--- src/rtl/tdw_pkg.sv ---
package tdw_pkg;
   typedef enum logic [2:0] {
      S_IDLE,
      S_MARK,
      S_PLANE,
      S_WAIT,
      S_DONE
   } seq_state_e;

   localparam int LANES  = 2;
   localparam int BYTE_W = 8;
endpackage

--- src/rtl/tdw_mode_decode.sv ---
module tdw_mode_decode (
   input  logic        word,
   input  logic        rmw,
   input  logic [15:0] data,
   output logic [7:0]  mask_lo,
   output logic [7:0]  mask_hi,
   output logic        null_op
);
   logic all_ones;
   logic all_zero;
   logic tile_eff;

   always_comb begin
      all_ones = word ? (data == 16'hFFFF) : (data[7:0] == 8'hFF);
      all_zero = word ? (data == 16'h0000) : (data[7:0] == 8'h00);
      // full mask in merge mode degenerates to a plain tile write
      tile_eff = !rmw || all_ones;
      mask_lo  = tile_eff ? 8'hFF : data[7:0];
      mask_hi  = tile_eff ? 8'hFF : data[15:8];
      null_op  = rmw && all_zero;
   end
endmodule

--- src/rtl/tdw_lane_merge.sv ---
module tdw_lane_merge #(
   parameter int LANES = 2
) (
   input  logic [LANES*8-1:0] old_word,
   input  logic [LANES*8-1:0] mask_word,
   input  logic [7:0]         tile,
   output logic [LANES*8-1:0] new_word
);
   for (genvar l = 0; l < LANES; l++) begin : g_lane
      assign new_word[l*8 +: 8] = (old_word[l*8 +: 8] & ~mask_word[l*8 +: 8])
                                | (tile & mask_word[l*8 +: 8]);
   end
endmodule

--- src/rtl/tdw_plane_seq.sv ---
module tdw_plane_seq
   import tdw_pkg::*;
#(
   parameter int PLANES = 4,
   parameter int WAIT_W = 8,
   parameter int PL_W   = (PLANES > 1) ? $clog2(PLANES) : 1
) (
   input  logic              clk,
   input  logic              rst_n,
   input  logic              start,
   input  logic              null_op,
   input  logic [WAIT_W-1:0] wait_len,
   input  logic              two_marks,
   input  logic              two_parts,
   output seq_state_e        state,
   output logic              mark_idx,
   output logic              part_idx,
   output logic [PL_W-1:0]   plane_idx
);
   localparam logic [PL_W-1:0] PL_LAST = PL_W'(PLANES - 1);

   logic [WAIT_W-1:0] wlen_q;
   logic [WAIT_W-1:0] wcnt_q;

   always_ff @(posedge clk) begin
      if (!rst_n) begin
         state     <= S_IDLE;
         mark_idx  <= 1'b0;
         part_idx  <= 1'b0;
         plane_idx <= '0;
         wlen_q    <= '0;
         wcnt_q    <= '0;
      end else begin
         case (state)
            S_IDLE: begin
               if (start) begin
                  wlen_q    <= wait_len;
                  mark_idx  <= 1'b0;
                  part_idx  <= 1'b0;
                  plane_idx <= '0;
                  if (!null_op) begin
                     state <= S_MARK;
                  end else if (wait_len == '0) begin
                     state <= S_DONE;
                  end else begin
                     state  <= S_WAIT;
                     wcnt_q <= wait_len;
                  end
               end
            end
            S_MARK: begin
               if (!two_marks || mark_idx) begin
                  state <= S_PLANE;
               end else begin
                  mark_idx <= 1'b1;
               end
            end
            S_PLANE: begin
               if (plane_idx == PL_LAST) begin
                  plane_idx <= '0;
                  if (!two_parts || part_idx) begin
                     if (wlen_q == '0) begin
                        state <= S_DONE;
                     end else begin
                        state  <= S_WAIT;
                        wcnt_q <= wlen_q;
                     end
                  end else begin
                     part_idx <= 1'b1;
                  end
               end else begin
                  plane_idx <= plane_idx + 1'b1;
               end
            end
            S_WAIT: begin
               if (wcnt_q == WAIT_W'(1)) begin
                  state <= S_DONE;
               end else begin
                  wcnt_q <= wcnt_q - 1'b1;
               end
            end
            S_DONE:  state <= S_IDLE;
            default: state <= S_IDLE;
         endcase
      end
   end
endmodule

--- src/rtl/tdw_tile_writer.sv ---
module tdw_tile_writer
   import tdw_pkg::*;
#(
   parameter int ADDR_W = 15,
   parameter int PLANES = 4,
   parameter int WAIT_W = 8,
   parameter int PL_W   = (PLANES > 1) ? $clog2(PLANES) : 1
) (
   input  logic                  clk,
   input  logic                  rst_n,
   input  logic                  wr_valid,
   input  logic                  wr_word,
   input  logic                  wr_bank,
   input  logic [ADDR_W-1:0]     wr_addr,
   input  logic [15:0]           wr_data,
   output logic                  wr_ready,
   input  logic                  op_rmw,
   input  logic [PLANES-1:0]     plane_dis,
   input  logic [PLANES*8-1:0]   tile_bytes,
   input  logic [WAIT_W-1:0]     wait_len,
   input  logic [1:0]            dirty_clr,
   output logic                  mem_we,
   output logic [PL_W-1:0]       mem_plane,
   output logic                  mem_bank,
   output logic [ADDR_W-2:0]     mem_addr,
   output logic [1:0]            mem_be,
   output logic [15:0]           mem_wdata,
   input  logic [15:0]           mem_rdata,
   output logic                  upd_we,
   output logic [ADDR_W-1:0]     upd_addr,
   output logic [1:0]            upd_bits,
   output logic [1:0]            gfx_dirty,
   output logic                  busy,
   output logic                  done
);
   localparam int DATA_W = LANES * BYTE_W;

   if (ADDR_W < 2) begin : g_bad_addr
      $error("tdw_tile_writer: ADDR_W must be at least 2");
   end
   if (PLANES < 1 || PLANES > 8) begin : g_bad_planes
      $error("tdw_tile_writer: PLANES must be 1..8");
   end
   if (WAIT_W < 1) begin : g_bad_wait
      $error("tdw_tile_writer: WAIT_W must be at least 1");
   end

   seq_state_e           state;
   logic                 mark_idx;
   logic                 part_idx;
   logic [PL_W-1:0]      plane_idx;

   logic                 accept;
   logic [7:0]           dec_mlo;
   logic [7:0]           dec_mhi;
   logic                 dec_null;

   logic                 bank_q;
   logic [ADDR_W-1:0]    addr_q;
   logic [7:0]           mlo_q;
   logic [7:0]           mhi_q;
   logic                 word_q;
   logic                 odd_q;
   logic [PLANES-1:0]    dis_q;
   logic [PLANES*8-1:0]  tiles_q;
   logic [1:0]           dirty_q;

   logic [ADDR_W-1:0]    byte_a;
   logic [7:0]           mask_b;
   logic [DATA_W-1:0]    mask_w;
   logic [7:0]           tile_sel;
   logic [1:0]           bank_bit;
   logic [1:0]           dirty_set;

   assign wr_ready = (state == S_IDLE);
   assign accept   = wr_valid && wr_ready;

   tdw_mode_decode u_decode (
      .word    (wr_word),
      .rmw     (op_rmw),
      .data    (wr_data),
      .mask_lo (dec_mlo),
      .mask_hi (dec_mhi),
      .null_op (dec_null)
   );

   tdw_plane_seq #(
      .PLANES (PLANES),
      .WAIT_W (WAIT_W),
      .PL_W   (PL_W)
   ) u_seq (
      .clk       (clk),
      .rst_n     (rst_n),
      .start     (accept),
      .null_op   (dec_null),
      .wait_len  (wait_len),
      .two_marks (word_q),
      .two_parts (odd_q),
      .state     (state),
      .mark_idx  (mark_idx),
      .part_idx  (part_idx),
      .plane_idx (plane_idx)
   );

   // capture of the request and of the mode/tile settings
   always_ff @(posedge clk) begin
      if (!rst_n) begin
         bank_q  <= 1'b0;
         addr_q  <= '0;
         mlo_q   <= '0;
         mhi_q   <= '0;
         word_q  <= 1'b0;
         odd_q   <= 1'b0;
         dis_q   <= '0;
         tiles_q <= '0;
      end else if (accept) begin
         bank_q  <= wr_bank;
         addr_q  <= wr_addr;
         mlo_q   <= dec_mlo;
         mhi_q   <= wr_word ? dec_mhi : 8'h00;
         word_q  <= wr_word;
         odd_q   <= wr_word && wr_addr[0];
         dis_q   <= plane_dis;
         tiles_q <= tile_bytes;
      end
   end

   assign bank_bit = bank_q ? 2'b10 : 2'b01;

   // update-flag marking, one strobe per byte position
   assign upd_we   = (state == S_MARK);
   assign upd_addr = addr_q + ADDR_W'(mark_idx);
   assign upd_bits = bank_bit;

   // plane access addressing and lane selection
   always_comb begin
      byte_a = addr_q + ADDR_W'(part_idx);
      mask_b = part_idx ? mhi_q : mlo_q;
      if (word_q && !odd_q) begin
         mem_be = 2'b11;
         mask_w = {mhi_q, mlo_q};
      end else if (byte_a[0]) begin
         mem_be = 2'b10;
         mask_w = {mask_b, 8'h00};
      end else begin
         mem_be = 2'b01;
         mask_w = {8'h00, mask_b};
      end
      tile_sel = tiles_q[{plane_idx, 3'b000} +: 8];
   end

   assign mem_addr  = byte_a[ADDR_W-1:1];
   assign mem_plane = plane_idx;
   assign mem_bank  = bank_q;
   assign mem_we    = (state == S_PLANE) && !dis_q[plane_idx];

   tdw_lane_merge #(
      .LANES (LANES)
   ) u_merge (
      .old_word  (mem_rdata),
      .mask_word (mask_w),
      .tile      (tile_sel),
      .new_word  (mem_wdata)
   );

   // graphics-dirty register: set has priority over clear
   assign dirty_set = (state == S_MARK && !mark_idx) ? bank_bit : 2'b00;

   always_ff @(posedge clk) begin
      if (!rst_n) begin
         dirty_q <= 2'b00;
      end else begin
         dirty_q <= (dirty_q & ~dirty_clr) | dirty_set;
      end
   end

   assign gfx_dirty = dirty_q;
   assign busy      = (state != S_IDLE);
   assign done      = (state == S_DONE);
endmodule

--- config.mk ---
export PLATFORM = sky130hd
export DESIGN_NAME = tdw_tile_writer
export DESIGN_NICKNAME = d
export VERILOG_FILES = /design/src/rtl/tdw_pkg.sv /design/src/rtl/tdw_mode_decode.sv /design/src/rtl/tdw_lane_merge.sv /design/src/rtl/tdw_plane_seq.sv /design/src/rtl/tdw_tile_writer.sv
export SDC_FILE = /design/constraint.sdc
export NUM_CORES = 1
export LEC_CHECK = 0
export BUFFER_PORTS_ARGS = -buffer_cell sky130_fd_sc_hd__buf_4
export CAP_MARGIN = 20
export CORE_MARGIN = 2
export CORE_UTILIZATION = 34
export DETAILED_ROUTE_END_ITERATION = 16
export GPL_ROUTABILITY_DRIVEN = 0
export PLACE_DENSITY = 0.55
export SLEW_MARGIN = 15
export SYNTH_ARGS = -nofsm -noshare
export SYNTH_HDL_FRONTEND = slang
export SYNTH_HIERARCHICAL = 1
export SYNTH_SLANG_ARGS = --single-unit
export TNS_END_PERCENT = 100
--- constraint.sdc ---
create_clock -name clk -period 3.2 [get_ports clk]
set_clock_uncertainty 0.2 [all_clocks]
set_input_delay 0.48 -clock clk [delete_from_list [all_inputs] [get_ports clk]]
set_output_delay 0.48 -clock clk [all_outputs]
set_load 0.05 [all_outputs]
==> results of run 1 <==
==> worst paths after layout <==
check	startpoint	end
worst max-delay path	addr_q[0]	mem_wdata[8]
worst min-delay path	tile_bytes[28]	tiles_q[28]
worst max register to register	u_seq/state[2]	u_seq/wcnt_q[5]
worst min register to register	tiles_q[8]	tiles_q[8]
==> per-layer routing <==
metal  wire [um]  part of all wire  track usage  up-vias
met1        7310              0.44        0.249     2415
li1            -                 -            -     2519
met3        1000             0.060       0.0301       15
met2        8060              0.49        0.329      162
met4         236             0.014       0.0663        0
met5           0                 0            0        -
==> synthesized netlist by cell type (3+ instances only) <==
cell type	n
a21boi_1	68
a21oi_1	22
or2_1	9
xnor2_1	17
and2_1	3
a211oi_1	7
nor2_1	15
nor2b_1	3
or3_1	3
nand4b_1	3
nand4_1	9
nor3b_1	4
nand3_1	21
mux2_4	16
inv_1	10
buf_6	8
nand2_1	170
buf_4	3
buf_2	4
and4_1	3
nand2b_1	12
a22o_1	16
ha_1	8
clkbuf_1	24
nor4_1	11
dfxtp_1	95
nor3_1	7
mux4_2	9
xor2_1	13
a21boi_0	3
==> metrics by stage <==
| step | instances | hold WS (ns) |
|---|---|---|
| 2_1_floorplan | 641 | 0.232 |
| 3_3_place_gp | 982 | 0.240 |
| 3_5_place_dp | 982 | 0.247 |
| 4_1_cts | 998 | 0.160 |
| 5_1_grt | 998 | 0.175 |
| 6_report | 998 | 0.172 |
==> kinds of logic after synthesis <==
family | count (synthesis)
flops | 95
simple gates | 285
buf+inv | 54
mux | 26
compound gates | 143
fa+ha+maj | 8
xor+xnor | 30
==> power by group <==
part | total (mW) | switching, mW | internal (mW)
clock | 1.12 | 0.470 | 0.650
sequential | 1.65 | 0.229 | 1.42
combinational | 2.42 | 1.54 | 0.884
total | 5.19 | 2.24 | 2.95
==> state kept, by name, indices dropped and copies added, names as in the netlist <==
signal,count
dis_q,4
mlo_q,8
u_seq/wlen_q,8
u_seq/state,3
mhi_q,8
tiles_q,32
u_seq/mark_idx,1
odd_q,1
addr_q,15
word_q,1
u_seq/part_idx,1
mem_bank,1
u_seq/wcnt_q,8
gfx_dirty,2
u_seq/plane_idx,2
==> final cells by class <==
| cell class | count | area (um2) | area share |
|---|---|---|---|
| flip-flops and latches | 95 | 1900 | 0.269 |
| well taps | 216 | 270 | 0.0382 |
| clock inverters | 4 | 53.8 | 0.00760 |
| inverters | 11 | 48.8 | 0.00689 |
| multi-input cells | 492 | 3290 | 0.464 |
| clock buffers | 12 | 256 | 0.0362 |
| repair buffers | 168 | 1260 | 0.178 |
==> critical path, stage by stage, from the launching register on <==
cell     delay (ns)
dfxtp_1        0.34
ha_1           0.38
nor3b_2        0.52
a22o_1         0.31
mux2_4         0.31
buf_4          0.19
==> timing repair <==
item | in CTS | in global routing
endpoints found under the setup margin | 0 | 6
resized for setup | 0 | 6
hold buffers | 0 | 0
==> run metrics, run 1 <==
status=completed; setup ws final=0.117 ns; starting density of the core=0.346; synthesized netlist cell count=between 600 and 700; Synth warnings=6; worst reg2reg path depth=7; final layout net count=around 900; Vias/cell=between 5 and 6; Req. time, crit path=2.52 ns; main combinational cell family by area after synthesis=simple AND/OR/NAND/NOR gates; setup TNS=0 ns; Post-synth EDFFs=0; Hold Vio Cnt, Final=0; drt wl/cell=16.6 um; Setup Buffers After CTS=0; number of fill cells=1572; Die Y=around 130 um; Synth-to-Final Area Change=29.2%; Rows=between 40 and 50; Clock transition at path regs=0.07 ns; dominant synthesized flop cell=dfxtp_1; die width=around 130 um; worst slew pin tran=0.743 ns; antenna cells=0; Max Clock Freq=between 300 and 400 MHz; GR Overflow Total=0; largest net degree at the start of global routing=between 70 and 80; Crit Path Class=reg2out; Crit Path Max Fanout=8; H-tree depth=3; Cell Area, Synth=approximately 5500 um2; Lkg Pwr=2.95 nW; slack of the worst reg-to-reg path=about 0.51 ns; Simple-Gate Fraction of Synth Area=0.246; post-synth top area cell=dfxtp_1; Port Buf Inserts=between 150 and 200; Arr. time, crit path=about 2.4 ns; VDD IR max=0.484 mV; Async SR Flop Fraction=0; Detailed Place HPWL=about 13000 um; Num CTS Buffers=9; core area=between 15000 and 20000 um2; share of cells above drive strength 1=0.293; Design Area, Final=between 7000 and 8000 um2; Final min period=approximately 3.1 ns; Pwr Total=about 5.2 mW; count of cell types in the netlist=between 60 and 70; Setup Slack @ Placement=0.313 ns; Startpoint Class=flop; Via Count=approximately 5100; Synth Area in Adders=0.0183; clk_lat worst skew=approximately 0.35 ns; vias in the first global route=4942; Synth Area in Compound Gates=0.198; synth top area cells=dfxtp_1, nand2_1, a21boi_1; final worst-path cycle share=0.963; net count after synthesis=approximately 750; root buffer cell=clkbuf_16; XOR/XNOR Fraction of Synth Area=0.0479; DRT Pass-1 Iters=5; All-Layer GR Usage=0.193; Worst Hold Class=in2reg; synthesized flop and latch total=95; IO Pins=approximately 160; Final Slew Violations=0; Max-Cap Viols=0; Max-slew headroom=0.504; initial antenna violation count=0; final WL=~17000 um; final core utilization=0.447; DIE AREA=between 15000 and 20000 um2; area share of the leading cell type in the synthesized netlist=0.347; CTS tree=built; Setup Viol. Count Final=0; dpl cell area=6740 um2; initial drt markers=between 200 and 250; power density over cell area=~730 nW/um2; most frequent cells in the layout=nand2_1, buf_4, dfxtp_1; commonest non-fill, non-tap cell in the layout=nand2_1; WHS Path Cells=3; first-pass GRT wire length=between 20000 and 30000 um; Clock Sinks=95; sequential area share after synthesis=0.347; antenna viol nets, final=0; # DRC=0; Max Buffers Root-to-Sink=2; mux contribution to synthesized area=0.0826; Setup crit end kind=primary output; Syn Area/Cell=roughly 8.6 um2
Power figures use the tool's default switching activity.
==> run 2: changes to the inputs <==
ABC_AREA = 1   (was default)
==> run metrics, run 2 <==
setup TNS=0 ns (unchanged); Crit Path Class=reg2out; Pwr Total=6.15 mW (+18%); net count after synthesis=1139 (+52%); Startpoint Class=flop; first-pass GRT wire length=28800 um (+12%); Internal Pwr Total=3.20 mW (+8.2%); GR Overflow Total=0 (unchanged); die width=137 um (+4.5%); Req. time, crit path=2.52 ns (about the same); synthesized netlist cell count=1032 (+61%); final layout net count=1276 (+44%); number of flip-flops under the largest register name=32 (unchanged); initial drt markers=330 (+63%); starting density of the core=0.347 (+0.000464); Num CTS Buffers=9 (unchanged); Vias/cell=4.49 (-12%); RSZ-0062 raised after global routing=false; commonest non-fill, non-tap cell in the layout=nand2_1; Cell Area, Synth=6000 um2 (+9.4%); core area=17300 um2 (+9.3%); slack of the worst reg-to-reg path=1.07 ns (+0.56 ns); root buffer cell=clkbuf_16; Post-Layout Cell Count=1399 (+40%); share of cells above drive strength 1=0.173 (-0.120); post-cts hold buffer count=0 (unchanged); most instantiated cells after synthesis=nand2_1, nor2_1, inv_1, dfxtp_1, nand3_1; critical path's slowest cell=dfxtp_1; synthesized flop and latch total=95 (unchanged); drt wl/cell=13.0 um (-22%); synth top area cells=dfxtp_1, nand2_1, nor2_1; DIE AREA=18700 um2 (+9.1%); biggest regs=tiles_q x32, addr_q x15; Clock transition at path regs=0.07 ns (about the same); antenna cells=0 (unchanged); Switching Power=2.95 mW (+32%); Post-synth EDFFs=0 (unchanged); Setup Viol. Count Final=0 (unchanged); Design Area, Final=7660 um2 (+8.1%); dominant synthesized flop cell=dfxtp_1; worst-path cell chain=ha_1 -> ha_1 -> nand3_1 -> nor2_1 -> nand3_1 -> nand2_1 -> nand2_1 -> buf_4; area share of the leading cell type in the synthesized netlist=0.317 (-0.0299); Worst Hold Class=in2reg; Syn Area/Cell=5.81 um2 (-32%); combinational share of power=0.524 (+0.057); Max Clock Freq=352 MHz (+8.5%); Setup Buffers After CTS=0 (unchanged); share of power burned in registers=0.281 (-0.036); Final Slew Violations=0 (unchanged); CTS tree=built; H-tree depth=3 (unchanged); Hold Vio Cnt, Final=0 (unchanged); power density over cell area=803 nW/um2 (+9.6%); most frequent cells in the layout=nand2_1, nor2_1, buf_4; Max-Cap Viols=0 (unchanged); Multi-input gate area=3320 um2 (+1.1%); Synth warnings=6 (unchanged); FF/Latch Area=1900 um2 (unchanged); Via Count=6276 (+23%); status=completed; clock network power share=0.195 (-0.021); VDD IR max=0.380 mV (-21%); Rows=48 (+4.3%); Max-slew headroom=0.601 (+0.0969); number of fill cells=2014 (+28%); Synth-to-Final Area Change=27.6%; Detailed Place HPWL=13600 um (+8.2%); DRT Pass-1 Iters=4 (-1); final worst-path cycle share=0.888 (-0.0757); switch share=0.480 (+0.0494); Die Y=137 um (+4.5%); Largest Register=tiles_q; Arr. time, crit path=2.16 ns (-0.24 ns); dpl cell area=7330 um2 (+8.8%); IO Pins=158 (unchanged); Worst Hold Margin=0.142 ns (-0.0301 ns); Placed Cells incl. Taps=1383 (+41%); largest net degree at the start of global routing=141 (+86%); Port Buf Inserts=157 (unchanged); count leader, synth=nand2_1; Lkg Pwr=4.00 nW (+36%); initial antenna violation count=0 (unchanged); Final min period=2.84 ns (-0.242 ns); sequential area share after synthesis=0.317 (-0.0299); CTS resizes=0 (unchanged); post-synth top area cell=dfxtp_1; clk_lat worst skew=0.35 ns (about the same); Max Buffers Root-to-Sink=2 (unchanged); antenna viol nets, final=0 (unchanged); # DRC=0 (unchanged); final WL=18200 um (+9.5%); count of cell types in the netlist=31 (-53%); vias in the first global route=5680 (+15%); Crit Path Max Fanout=7 (-1); All-Layer GR Usage=0.196 (+0.00278); Setup crit end kind=primary output; worst slew pin tran=0.598 ns (-0.145 ns); crit-path max cell delay=0.45 ns (-0.07 ns); Async SR Flop Fraction=0 (unchanged); Clock Sinks=95 (unchanged)
## run 2: changes by cell type in the layout (fill, tap and decap cells not counted), moves of 17 or more
| cell | before | now |
|---|---|---|
| nor2_1 | 15 | 210 |
| nand2_1 | 170 | 324 |
| inv_1 | 10 | 149 |
| a21boi_1 | 68 | 0 |
| o21ai_0 | 2 | 43 |
| nand3_1 | 20 | 47 |
| a21oi_1 | 22 | 39 |
## run 2: power by group through the flow
stage / registers [mW] / clock network (mW) / logic, mW
floorplan: 1.72 / 0 / 2.40
global placement: 1.75 / 0 / 3.22
detailed placement: 1.75 / 0 / 3.22
CTS: 1.73 / 1.24 / 3.24
global route: 1.78 / 1.29 / 3.59
finish: 1.73 / 1.20 / 3.22
## run 2: worst max-delay path, delay by kind of cell, from the launching register on
| kind | cells | cell delay (ns) |
|---|---|---|
| buffers and inverters | 1 | 0.18 |
| and+or+nand+nor | 5 | 0.75 |
| adders and majority gates | 2 | 0.44 |
| DFF | 1 | 0.45 |
## run 2: layer usage
metal | track usage | vias to the layer above | routed length, um
li1 | - | 3417 | -
met2 | 0.312 | 150 | 8230
met1 | 0.275 | 2701 | 8840
met4 | 0.0349 | 0 | 131
met5 | 0 | - | 0
met3 | 0.0426 | 8 | 978
## run 2: through the flow
step | setup WS (ns) | utilization
after floorplan | 0.501 | -
after global placement | 0.785 | 0.424
after detailed placement | 0.743 | 0.424
after CTS | 0.354 | 0.443
after global routing | 0.150 | 0.443
final | 0.360 | 0.443
## run 2: logic make-up (layout without fill, tap and decap cells)
kind of cell / after synthesis / count (layout) / synth area share
flops: 95 / 95 / 0.317
buf+inv: 190 / 332 / 0.130
xor+xnor: 15 / 15 / 0.0219
fa+ha+maj: 8 / 8 / 0.0167
compound gates: 105 / 105 / 0.0930
simple gates: 619 / 619 / 0.421
## run 2: layout make-up
type	count	share of cell area
Clock buffer	9	0.0294
Clock inverter	7	0.0131
Inverter	153	0.0750
Multi-Input combinational cell	747	0.434
Sequential cell	95	0.248
Tap cell	225	0.0368
Timing Repair Buffer	163	0.163
## run 2: worst paths after layout
kind | cells past startpoint | to | startpoint
max | 8 | mem_addr[13] | u_seq/part_idx
min | 3 | tiles_q[25] | tile_bytes[25]
max reg2reg | 9 | u_seq/wcnt_q[6] | u_seq/state[0]
min reg2reg | 2 | gfx_dirty[1] | gfx_dirty[1]
==> run 3: changes to the inputs <==
--- a/config.mk
+++ b/config.mk
@@ -9,3 +9,2 @@
 export BUFFER_PORTS_ARGS = -buffer_cell sky130_fd_sc_hd__buf_4
-export CAP_MARGIN = 20
 export CORE_MARGIN = 2
@@ -15,3 +14,3 @@
 export PLACE_DENSITY = 0.55
-export SLEW_MARGIN = 15
+export SLEW_MARGIN = 10
 export SYNTH_ARGS = -nofsm -noshare
--- a/constraint.sdc
+++ b/constraint.sdc
@@ -4,2 +4,2 @@
 set_output_delay 0.48 -clock clk [all_outputs]
-set_load 0.05 [all_outputs]
+set_load 0.1 [all_outputs]
==> run metrics, run 3 (synthesis gave the netlist of run 2 again) <==
drt wl/cell=12.8 um (-1.6%); DRT Pass-1 Iters=5 (+1); Switching Power=3.68 mW (+25%); Die Y=137 um (unchanged); Post-Layout Cell Count=1400 (+0.071%); worst reg2reg startpoint=u_seq/state[0]; Max-Cap Viols=0 (unchanged); Via Count=6269 (-0.11%); CTS resizes=0 (unchanged); commonest non-fill, non-tap cell in the layout=nand2_1; antenna cells=0 (unchanged); Internal Pwr Total=3.06 mW (-4.1%); hold path endpoint=tiles_q[18]; final WL=17900 um (-1.5%); switch share=0.546 (+0.0657); CTS tree=built; final core utilization=0.442 (about the same); Synth-to-Final Area Change=27.6% (about the same); # DRC=0 (unchanged); Crit Path Class=reg2out; Setup Viol. Count Final=0 (unchanged); biggest regs=tiles_q x32, addr_q x15; hold_sp=tile_bytes[18]; final worst-path cycle share=0.912 (+0.0239); Max-slew headroom=0.606 (+0.00453); first-pass GRT wire length=28100 um (-2.4%); Startpoint Class=flop; antenna viol nets, final=0 (unchanged); RSZ-0062 raised after global routing=false; largest net degree at the start of global routing=141 (unchanged); Max Buffers Root-to-Sink=2 (unchanged); post-cts hold buffer count=0 (unchanged); number of flip-flops under the largest register name=32 (unchanged); status=completed; Lkg Pwr=3.98 nW (-0.50%); worst r2r dst=u_seq/wcnt_q[6]; clk_lat worst skew=0.35 ns (about the same); worst reg2reg path depth=9 (unchanged); Rows=48 (unchanged); worst slew pin tran=0.591 ns (-0.00679 ns); final layout net count=1277 (+0.078%); die width=137 um (unchanged); All-Layer GR Usage=0.191 (-0.00507); Hold Vio Cnt, Final=0 (unchanged); VDD IR max=0.389 mV (+2.2%); Max Clock Freq=343 MHz (-2.6%); Clock transition at path regs=0.07 ns (about the same); power density over cell area=882 nW/um2 (+9.8%); H-tree depth=3 (unchanged); Vias/cell=4.48 (-0.18%); combinational share of power=0.586 (+0.062); Worst Hold Class=in2reg; GR Overflow Total=0 (unchanged); WHS Path Cells=3 (unchanged); share of power burned in registers=0.256 (-0.025); Detailed Place HPWL=13400 um (-1.3%); Worst Hold Margin=0.146 ns (+0.00369 ns); starting density of the core=0.347 (unchanged); Setup crit end kind=primary output; most frequent cells in the layout=nand2_1, nor2_1, buf_4; Setup Buffers After CTS=0 (unchanged); vias in the first global route=5586 (-1.7%); dpl cell area=7360 um2 (+0.44%); Crit Path Max Fanout=5 (-2); DIE AREA=18700 um2 (unchanged); core area=17300 um2 (unchanged); Arr. time, crit path=2.24 ns (+0.08 ns); Clock Sinks=95 (unchanged); clock network power share=0.158 (-0.037); Largest Register=tiles_q; slack of the worst reg-to-reg path=1.19 ns (+0.12 ns); share of cells above drive strength 1=0.183 (+0.0101); root buffer cell=clkbuf_16; Req. time, crit path=2.52 ns (about the same); IO Pins=158 (unchanged); Final Slew Violations=0 (unchanged); number of fill cells=1955 (-2.9%); Placed Cells incl. Taps=1384 (+0.072%); Final min period=2.92 ns (+0.0765 ns); initial antenna violation count=0 (unchanged); initial drt markers=381 (+15%); Design Area, Final=7650 um2 (about the same); Num CTS Buffers=9 (unchanged); setup TNS=0 ns (unchanged); Port Buf Inserts=157 (unchanged)
[run 3: metrics by stage]
step           power [mW]  setup slack (ns)
3_3_place_gp         5.70             0.722
2_1_floorplan        4.88          -0.00470
4_1_cts              6.80             0.281
5_1_grt              7.22             0.151
6_report             6.75             0.283
3_5_place_dp         5.71             0.661
[run 3: how the worst max path moves through the flow]
stage	from	end	slack [ns]	cells after the start
after detailed placement	addr_q[0]	mem_addr[13]	0.66	7
after CTS	addr_q[0]	mem_addr[13]	0.28	7
after floorplan	u_seq/part_idx	mem_wdata[10]	-0.005	6
after global routing	addr_q[0]	mem_addr[13]	0.15	7
after global placement	addr_q[0]	mem_addr[13]	0.72	7
final	addr_q[0]	mem_addr[13]	0.28	7
[run 3: final cells by class]
type / count / area, um2 / share of cell area
flip-flops and latches: 95 / 1900 / 0.248
clock inverters: 6 / 51.3 / 0.00670
repair buffers: 164 / 1240 / 0.162
well taps: 225 / 282 / 0.0368
inverters: 153 / 574 / 0.0750
clock buffers: 10 / 239 / 0.0312
multi-input cells: 747 / 3360 / 0.439
[run 3: layer usage]
layer	global-route usage	up-vias	wire length, um
met4	0.0464	0	224
met5	0	-	0
met1	0.272	2729	8890
li1	-	3411	-
met3	0.0348	13	809
met2	0.298	116	7990
[run 3: worst max-delay path, stage by stage (launching register included)]
cell     delay, ns
dfxtp_1       0.37
ha_1          0.22
ha_1          0.19
nand3_1       0.19
nor2_1        0.39
nand4_1       0.14
nand2_1       0.10
buf_4         0.28
[run 3: power by group through the flow]
stage	Sequential (mW)	Combinational [mW]	Clock (mW)
2_1_floorplan	1.77	3.11	0
3_3_place_gp	1.75	3.95	0
3_5_place_dp	1.75	3.96	0
4_1_cts	1.73	3.97	1.10
5_1_grt	1.77	4.31	1.13
6_report	1.73	3.96	1.06
